===== src/rtl/swd_pkg.sv =====
package swd_pkg;

  typedef enum logic [1:0] {
    HARD_PLAIN         = 2'd0,
    HARD_SINGLE_FILTER = 2'd1,
    HARD_TRI_FILTER    = 2'd2,
    HARD_TMR           = 2'd3
  } hard_mode_e;

  localparam int NCOPY = 3;

  // Routing strobes from the control side to the datapath.
  typedef struct packed {
    logic tripleCmd;     // three independent command copies, majority vote
    logic useFilter;     // the safety filter is on the output path
    logic andVote;       // three filter copies combined by bitwise AND
  } route_t;

endpackage


===== src/rtl/swd_filter.sv =====
module swd_filter #(
  parameter int NUM_SW = 11
) (
  input  logic [NUM_SW-1:0] vecIn,
  output logic [NUM_SW-1:0] vecOut,
  output logic              blocked
);

  logic multiHot;

  // Clearing the lowest set bit leaves something only if two or more were set.
  assign multiHot = |(vecIn & (vecIn - NUM_SW'(1)));
  assign blocked  = multiHot;
  assign vecOut   = multiHot ? '0 : vecIn;

  // a filter copy never drives more than one enable
  always_comb begin
    p_filter_onehot_r9: assert ($onehot0(vecOut));
  end

endmodule


===== src/rtl/swd_ctrl.sv =====
module swd_ctrl
  import swd_pkg::*;
#(
  parameter int         CODE_W = 4,
  parameter hard_mode_e MODE   = HARD_TRI_FILTER
) (
  input  logic              clk,
  input  logic              rst,
  input  logic [CODE_W-1:0] cmdCode,
  output logic [CODE_W-1:0] codeQ [NCOPY],
  output route_t            route
);

  assign route.tripleCmd = (MODE == HARD_TMR);
  assign route.useFilter = (MODE == HARD_SINGLE_FILTER) || (MODE == HARD_TRI_FILTER);
  assign route.andVote   = (MODE == HARD_TRI_FILTER);

  generate
    if (MODE == HARD_TMR) begin : g_triple
      for (genvar k = 0; k < NCOPY; k++) begin : g_copy
        always_ff @(posedge clk) begin
          if (rst) codeQ[k] <= '0;
          else     codeQ[k] <= cmdCode;
        end
      end
    end else begin : g_single
      logic [CODE_W-1:0] codeReg;
      always_ff @(posedge clk) begin
        if (rst) codeReg <= '0;
        else     codeReg <= cmdCode;
      end
      for (genvar k = 0; k < NCOPY; k++) begin : g_alias
        assign codeQ[k] = codeReg;
      end
    end
  endgenerate

  // each copy holds the code sampled at the previous edge
  p_capture_r4: assert property (@(posedge clk) disable iff (rst)
    !$past(rst) |-> codeQ[0] == $past(cmdCode));

  // the command copies never diverge (upsets are modelled after decode)
  p_copies_agree_r7: assert property (@(posedge clk) disable iff (rst)
    (codeQ[1] == codeQ[0]) && (codeQ[2] == codeQ[0]));

endmodule


===== src/rtl/swd_datapath.sv =====
module swd_datapath
  import swd_pkg::*;
#(
  parameter int NUM_SW = 11,
  parameter int CODE_W = 4
) (
  input  logic [CODE_W-1:0]       codeQ [NCOPY],
  input  logic [NCOPY*NUM_SW-1:0] faultMask,
  input  route_t                  route,
  output logic [NUM_SW-1:0]       swEn,
  output logic                    blockFlag
);

  logic [NUM_SW-1:0] decVec   [NCOPY];
  logic [NUM_SW-1:0] faultVec [NCOPY];
  logic [NUM_SW-1:0] cleanVec [NCOPY];
  logic [NCOPY-1:0]  blockVec;

  function automatic logic [NUM_SW-1:0] decodeCode(input logic [CODE_W-1:0] c);
    logic [NUM_SW-1:0] v;
    v = '0;
    for (int i = 0; i < NUM_SW; i++) begin
      if (c == CODE_W'(i + 1)) v[i] = 1'b1;
    end
    return v;
  endfunction

  generate
    for (genvar k = 0; k < NCOPY; k++) begin : g_copy
      assign decVec[k]   = decodeCode(codeQ[k]);
      assign faultVec[k] = decVec[k] ^ faultMask[k*NUM_SW +: NUM_SW];
      swd_filter #(.NUM_SW(NUM_SW)) u_filter (
        .vecIn  (faultVec[k]),
        .vecOut (cleanVec[k]),
        .blocked(blockVec[k])
      );
    end
  endgenerate

  always_comb begin
    if (route.tripleCmd) begin
      swEn      = (faultVec[0] & faultVec[1]) | (faultVec[0] & faultVec[2])
                | (faultVec[1] & faultVec[2]);
      blockFlag = 1'b0;
    end else if (!route.useFilter) begin
      swEn      = faultVec[0];
      blockFlag = 1'b0;
    end else if (route.andVote) begin
      swEn      = cleanVec[0] & cleanVec[1] & cleanVec[2];
      blockFlag = |blockVec;
    end else begin
      swEn      = cleanVec[0];
      blockFlag = blockVec[0];
    end
  end

endmodule


===== src/rtl/bal_switch_driver.sv =====
module bal_switch_driver
  import swd_pkg::*;
#(
  parameter int         NUM_SW = 11,
  parameter int         CODE_W = 4,
  parameter hard_mode_e MODE   = HARD_TRI_FILTER
) (
  input  logic                    clk,
  input  logic                    rst,
  input  logic [CODE_W-1:0]       cmdCode,
  input  logic [NCOPY*NUM_SW-1:0] faultMask,
  output logic [NUM_SW-1:0]       swEn,
  output logic                    blockFlag
);

  localparam bit FILTERED = (MODE == HARD_SINGLE_FILTER) || (MODE == HARD_TRI_FILTER);

  logic [CODE_W-1:0] codeQ [NCOPY];
  route_t            route;

  swd_ctrl #(.CODE_W(CODE_W), .MODE(MODE)) u_ctrl (
    .clk    (clk),
    .rst    (rst),
    .cmdCode(cmdCode),
    .codeQ  (codeQ),
    .route  (route)
  );

  swd_datapath #(.NUM_SW(NUM_SW), .CODE_W(CODE_W)) u_dp (
    .codeQ    (codeQ),
    .faultMask(faultMask),
    .route    (route),
    .swEn     (swEn),
    .blockFlag(blockFlag)
  );

  // filtered schemes never enable two switches
  p_at_most_one_r9: assert property (@(posedge clk) disable iff (rst)
    FILTERED |-> $onehot0(swEn));

  // the unfiltered schemes never report a rejection
  p_noflag_unfiltered_r8: assert property (@(posedge clk) disable iff (rst)
    !FILTERED |-> !blockFlag);

  // with no injected fault, nothing is ever rejected
  p_noflag_clean_r5: assert property (@(posedge clk) disable iff (rst)
    (faultMask == '0) |-> !blockFlag);

  // a reset edge leaves every switch open
  p_reset_clears_r1: assert property (@(posedge clk)
    ($past(rst) && (faultMask == '0)) |-> (swEn == '0));

endmodule


===== config.mk =====
export PLATFORM = sky130hd
export DESIGN_NAME = bal_switch_driver
export DESIGN_NICKNAME = d
export VERILOG_FILES = /design/src/rtl/swd_pkg.sv /design/src/rtl/swd_filter.sv /design/src/rtl/swd_ctrl.sv /design/src/rtl/swd_datapath.sv /design/src/rtl/bal_switch_driver.sv
export SDC_FILE = /design/constraint.sdc
export NUM_CORES = 1
export LEC_CHECK = 0
export ABC_AREA = 1
export CORE_MARGIN = 2
export CORE_UTILIZATION = 49
export CTS_CLUSTER_SIZE = 24
export DETAILED_ROUTE_END_ITERATION = 8
export PLACE_DENSITY = 0.89
export SLEW_MARGIN = 20
export SYNTH_ARGS = -nofsm -noshare
export SYNTH_HDL_FRONTEND = slang
export SYNTH_SLANG_ARGS = --single-unit

===== constraint.sdc =====
create_clock -name clk -period 6.17 [get_ports clk]
set_input_delay 1.234 -clock clk [delete_from_list [all_inputs] [get_ports clk]]
set_output_delay 1.234 -clock clk [all_outputs]
set_load 0.03 [all_outputs]

After elaboration in Yosys (flattened, before gate mapping)
Index checks and enable logic that the tools add are counted.
{ "totals": {"latch_bits": 0, "input_bits": 39, "elab_cells": 41, "output_inout_bits": 12, "memories": 0, "romBits": 0, "mem_bits_rw": 0, "reg_bits": 4} }
{ "classes": {"muxes": 14, "div_mod_pow": 0, "n_reduce_logical": 4, "n_lt_le_gt_ge": 0, "n_shift": 0, "mul": 0, "add_sub_neg": 3, "eq_ne": 11, "n_bitwise": 8} }
{ "op_table": {"columns": ["operator", "n"], "rows": [
  ["11-bit bitwise AND", 5],
  ["11-bit two-way mux", 3],
  ["11-bit OR reduction", 3],
  ["33-bit OR reduction", 1],
  ["11-bit by 1-bit subtractor with 11-bit output, second input constant", 3],
  ["11-bit bitwise XOR", 3],
  ["4-bit by 3-bit equality test with 1-bit output, second input constant", 4],
  ["4-bit equality test, second input constant", 4],
  ["1-bit two-way mux", 11],
  ["4-bit by 2-bit equality test with 1-bit output, second input constant", 2],
  ["4-bit by 1-bit equality test with 1-bit output, second input constant", 1]
]} }

Longest topological paths before layout
{ "logic_depth": {"ltp_word": 9, "ltp_mapped": 15, "mapped_depth_nobuf": 14} }

Hierarchy
Synthesis repeated with hierarchy kept, for this count alone.
{ "unflattened": {"hier_cells": 465, "area_unflattened_um2": 2269.7} }
{ "modules_own_cells": {"columns": ["mod", "instances", "area_per_inst_um2", "cells_per_inst", "seq_area_each_um2"], "rows": [
  ["swd_datapath", 1, 1356.3, 290, 0.0],
  ["swd_filter", 3, 237.7, 50, 0.0],
  ["swd_ctrl", 1, 200.2, 25, 80.1]
]} }

Worst setup path after synthesis
OpenSTA, ideal clock, no wires.
{ "synth_path": {"path_type": "input-to-output", "startpoint": "in faultMask[4]", "endpoint": "out swEn[0]", "path_slack_ps": 2275, "cell_stages": 8, "arrival_ps": 2661, "path_buffers": 1, "t_required_ps": 4936, "path_cell_list": "xor2_1 nand3_1 o21ai_0 nand2_1 nor2_1 buf_4 nand3_1 nor2_1"} }
{ "synth_between": {"elab_chain_cells": 7} }
{ "synth_rtl": {"columns": ["element", "line", "rtl"], "rows": [
  ["start: declaration", "bal_switch_driver.sv:11", "input logic [NCOPY*NUM_SW-1:0] faultMask,"],
  ["11-bit bitwise XOR *", "swd_datapath.sv:31", "assign faultVec[k] = decVec[k] ^ faultMask[k*NUM_SW +: NUM_SW];"],
  ["11-bit by 1-bit subtractor with 11-bit output", "swd_filter.sv:12", "assign multiHot = |(vecIn & (vecIn - NUM_SW'(1)));"],
  ["11-bit bitwise AND *", "swd_filter.sv:12", null],
  ["11-bit OR reduction *", "swd_filter.sv:12", null],
  ["11-bit two-way mux *", "swd_filter.sv:14", "assign vecOut = multiHot ? '0 : vecIn;"],
  ["11-bit bitwise AND * (2 in a row)", "swd_datapath.sv:49", "swEn = cleanVec[0] & cleanVec[1] & cleanVec[2];"],
  ["end: declaration", "bal_switch_driver.sv:12", "output logic [NUM_SW-1:0] swEn,"]
]} }
Mark *: on every way between the ends. The rest lies on a longest branch, timed or not.

Worst setup path after layout
{ "layout_path": {"startpoint": "in faultMask[4]", "endpoint": "out swEn[10]"} }
Same word-level chain as after synthesis.

==> metrics.md <==
| Metric | Value |
|---|---|
| Max IR drop VDD | `0.121 mV` |
| Final #Nets | `400` |
| CTS Root Cell | `clkbuf_4` |
| Final Hold Viols | `0` |
| Worst-Margin Slew | `0.628 ns` |
| Worst Setup End Kind | `output port` |
| Highest clock rate | `195 MHz` |
| DRC violations left | `0` |
| # setup viols final | `0` |
| Die width | `58 µm` |
| Layout cells sized above 1 | `5.01%` |
| Detailed Routing Iterations Pass 1 | `4` |
| Beginning of the worst hold path | `cmdCode[3]` |
| Max Cap Viol | `0` |
| # Post-CTS Setup Buffers | `0` |
| Final Max Slew Viols | `0` |
| Vias per cell | `4.79` |
| Mean area per synthesized cell | `4.62 µm²` |
| DP HPWL | `3.33 mm` |
| Arrival @ worst endpoint | `3.88 ns` |
| PD cells | `82.1 nW/µm²` |
| Core Util, Final | `71.2%` |
| Register area share after synthesis | `5.60%` |
| Routed WL | `3.78 mm` |
| Crit path max fanout | `11` |
| Rows | `19` |
| Setup repair after global routing missed its margin | `false` |
| Final worst-path cycle share | `83.0%` |
| Die height | `58 µm` |
| Area Growth Syn to Fin | `37.5%` |
| Detail Route Antenna Nets | `0` |
| Core area | `2760 µm²` |
| Synth unique cells | `22` |
| CTS H-tree lvls | `1` |
| Cts bufs inserted | `3` |
| Number of flip-flops in the largest register | `4` |
| Gp weighted congestion | `0.900` |
| CP Launch Type | `input pin` |
| Antenna cells | `0` |
| First-pass GRT wire length | `6.16 mm` |
| Grt total ovfl | `0` |
| IO buf count | `50` |
| Starting density of the core | `51.8%` |
| Drt wl/cell | `9.68 µm` |
| Final WS setup | `1.05 ns` |
| Largest net degree at the start of global routing | `12` |
| Die area | `3360 µm²` |
| Iter 0 DRT Violations | `81` |
| DR vias | `1868` |
| Crit Path Class | `in2out` |
| Post-synthesis cell area | `1430 µm²` |
| CTS tree | `built` |
| # hold bufs at CTS | `0` |
| Slew margin rel. | `58.0%` |
| Tot Pwr | `161 µW` |
| CTS resizes | `0` |
| Io pins | `51` |
| Largest regs | `u_ctrl.g_single.codeReg: 4 flops` |
| Synthesized instance count | `309` |
| Cells after DPL | `387` |
| Pre-CTS setup slack | `1.07 ns` |
| Hold path depth | `3` |
| Hold endpoint | `u_ctrl.g_single.codeReg[3]` |
| Lkg Pwr | `0.987 nW` |
| Critical Path RT | `4.94 ns` |
| Tot GR Track Use | `22.8%` |
| Worst Hold Class | `in2reg` |
| Min Clock Period, post-route | `5.12 ns` |
| Outcome | `finished, final reports clean` |
| Clock Path Buffers | `2` |
| Clock transition at path regs | `0.04 ns` |
| YS warnings | `0` |
| Final std cells w/o fill | `390` |
| Setup TNS Final | `0 ns` |
| Vias in the first global route | `1519` |
| Clock sink count | `4` |
| Reg with most FFs | `u_ctrl.g_single.codeReg` |
| FF+latch count, synth | `4` |
| Synth Net Count | `348` |
| Initial antenna violation count | `0` |
[worst max-delay path: stages]
cell and delay [ns]:
clkdlybuf4s50_1 0.47, xor2_1 0.29, nand3_1 0.14, o21ai_0 0.22, nand2_1 0.08, nor2_1 0.50, nand3_1 0.14, nor2_1 0.13
clkdlybuf4s50_1 0.68
[placed cells by master (no fill, tap or decap)]
cell type | synthesis | routed
nand2_1 | 135 | 135
nor2_1 | 55 | 55
clkdlybuf4s50_1 | 0 | 50
inv_1 | 41 | 41
nand3_1 | 28 | 28
nor2_2 | 7 | 7
xor2_1 | 7 | 7
xnor2_1 | 6 | 6
nand3b_1 | 4 | 4
dfxtp_1 | 4 | 4
inv_2 | 3 | 3
nor2_4 | 3 | 3
nand4_1 | 3 | 3
clkbuf_4 | 0 | 3
o21bai_1 | 2 | 2
o21ai_1 | 2 | 2
o21ai_0 | 1 | 1
nand2b_1 | 1 | 1
nand2_2 | 1 | 1
a21oi_1 | 1 | 1
nand3_2 | 1 | 1
and3_1 | 1 | 1
[power breakdown]
part           switching, mW  internal (mW)  leakage (nW)
Combinational         0.0560         0.0451         0.940
Sequential           0.00216         0.0274        0.0333
Clock                0.00899         0.0216        0.0138
Total                 0.0671         0.0942         0.987
[routing by layer]
layer | routed length [µm] | GRT usage, % | vias to the layer above
li1 | - | - | 1035
met2 | 1780 | 39.0 | 51
met3 | 185 | 1.79 | 0
met4 | 0 | 3.32 | 0
met1 | 1810 | 31.9 | 782
met5 | 0 | 0 | -
[cells in the mapped netlist]
library cell / number / area (µm²)
nand2_1: 135 / 507
nor2_1: 55 / 206
inv_1: 41 / 154
nand3_1: 28 / 140
nor2_2: 7 / 43.8
xor2_1: 7 / 61.3
xnor2_1: 6 / 52.6
dfxtp_1: 4 / 80.1
nand3b_1: 4 / 30.0
inv_2: 3 / 11.3
nand4_1: 3 / 18.8
nor2_4: 3 / 33.8
buf_4: 2 / 15.0
o21ai_1: 2 / 10.0
o21bai_1: 2 / 15.0
a21oi_1: 1 / 5.00
and3_1: 1 / 6.26
buf_6: 1 / 11.3
nand2_2: 1 / 6.26
nand2b_1: 1 / 6.26
nand3_2: 1 / 10.0
o21ai_0: 1 / 5.00
[metrics by stage]
stage / hold WS (ns) / area (µm²)
after floorplan: 1.31 / 1430
after global placement: 1.75 / 1940
after detailed placement: 1.76 / 1940
after CTS: 1.52 / 1960
after global routing: 1.55 / 1960
final: 1.52 / 1960
[layout make-up]
cell class | count | area [µm²]
clock buffer | 3 | 22.5
fill | 258 | 793
inverter | 44 | 165
multi-input combinational | 258 | 1160
sequential | 4 | 80.1
tap | 31 | 38.8
timing repair buffer | 50 | 500
[worst max-delay path by stage]
stage                           to  cells after the start    startpoint  slack, ns
final                     swEn[10]                      9  faultMask[4]       1.05
after global routing       swEn[7]                      9  faultMask[4]       0.71
after CTS                 swEn[10]                      9  faultMask[4]       1.06
after detailed placement  swEn[10]                      9  faultMask[4]       1.07
after global placement    swEn[10]                      9  faultMask[4]       1.08
after floorplan            swEn[0]                      8  faultMask[4]       2.28
[kinds of logic (layout without fill, tap and decap cells)]
| family | Yosys count | after routing | synth area share [%] |
|---|---|---|---|
| and+or+nand+nor | 239 | 239 | 70.6 |
| buffers and inverters | 47 | 97 | 13.4 |
| xor gates and xnor gates | 13 | 13 | 7.97 |
| AOI/OAI and AO/OA | 6 | 6 | 2.45 |
| DFF | 4 | 4 | 5.60 |
Power figures use the tool's default switching activity.
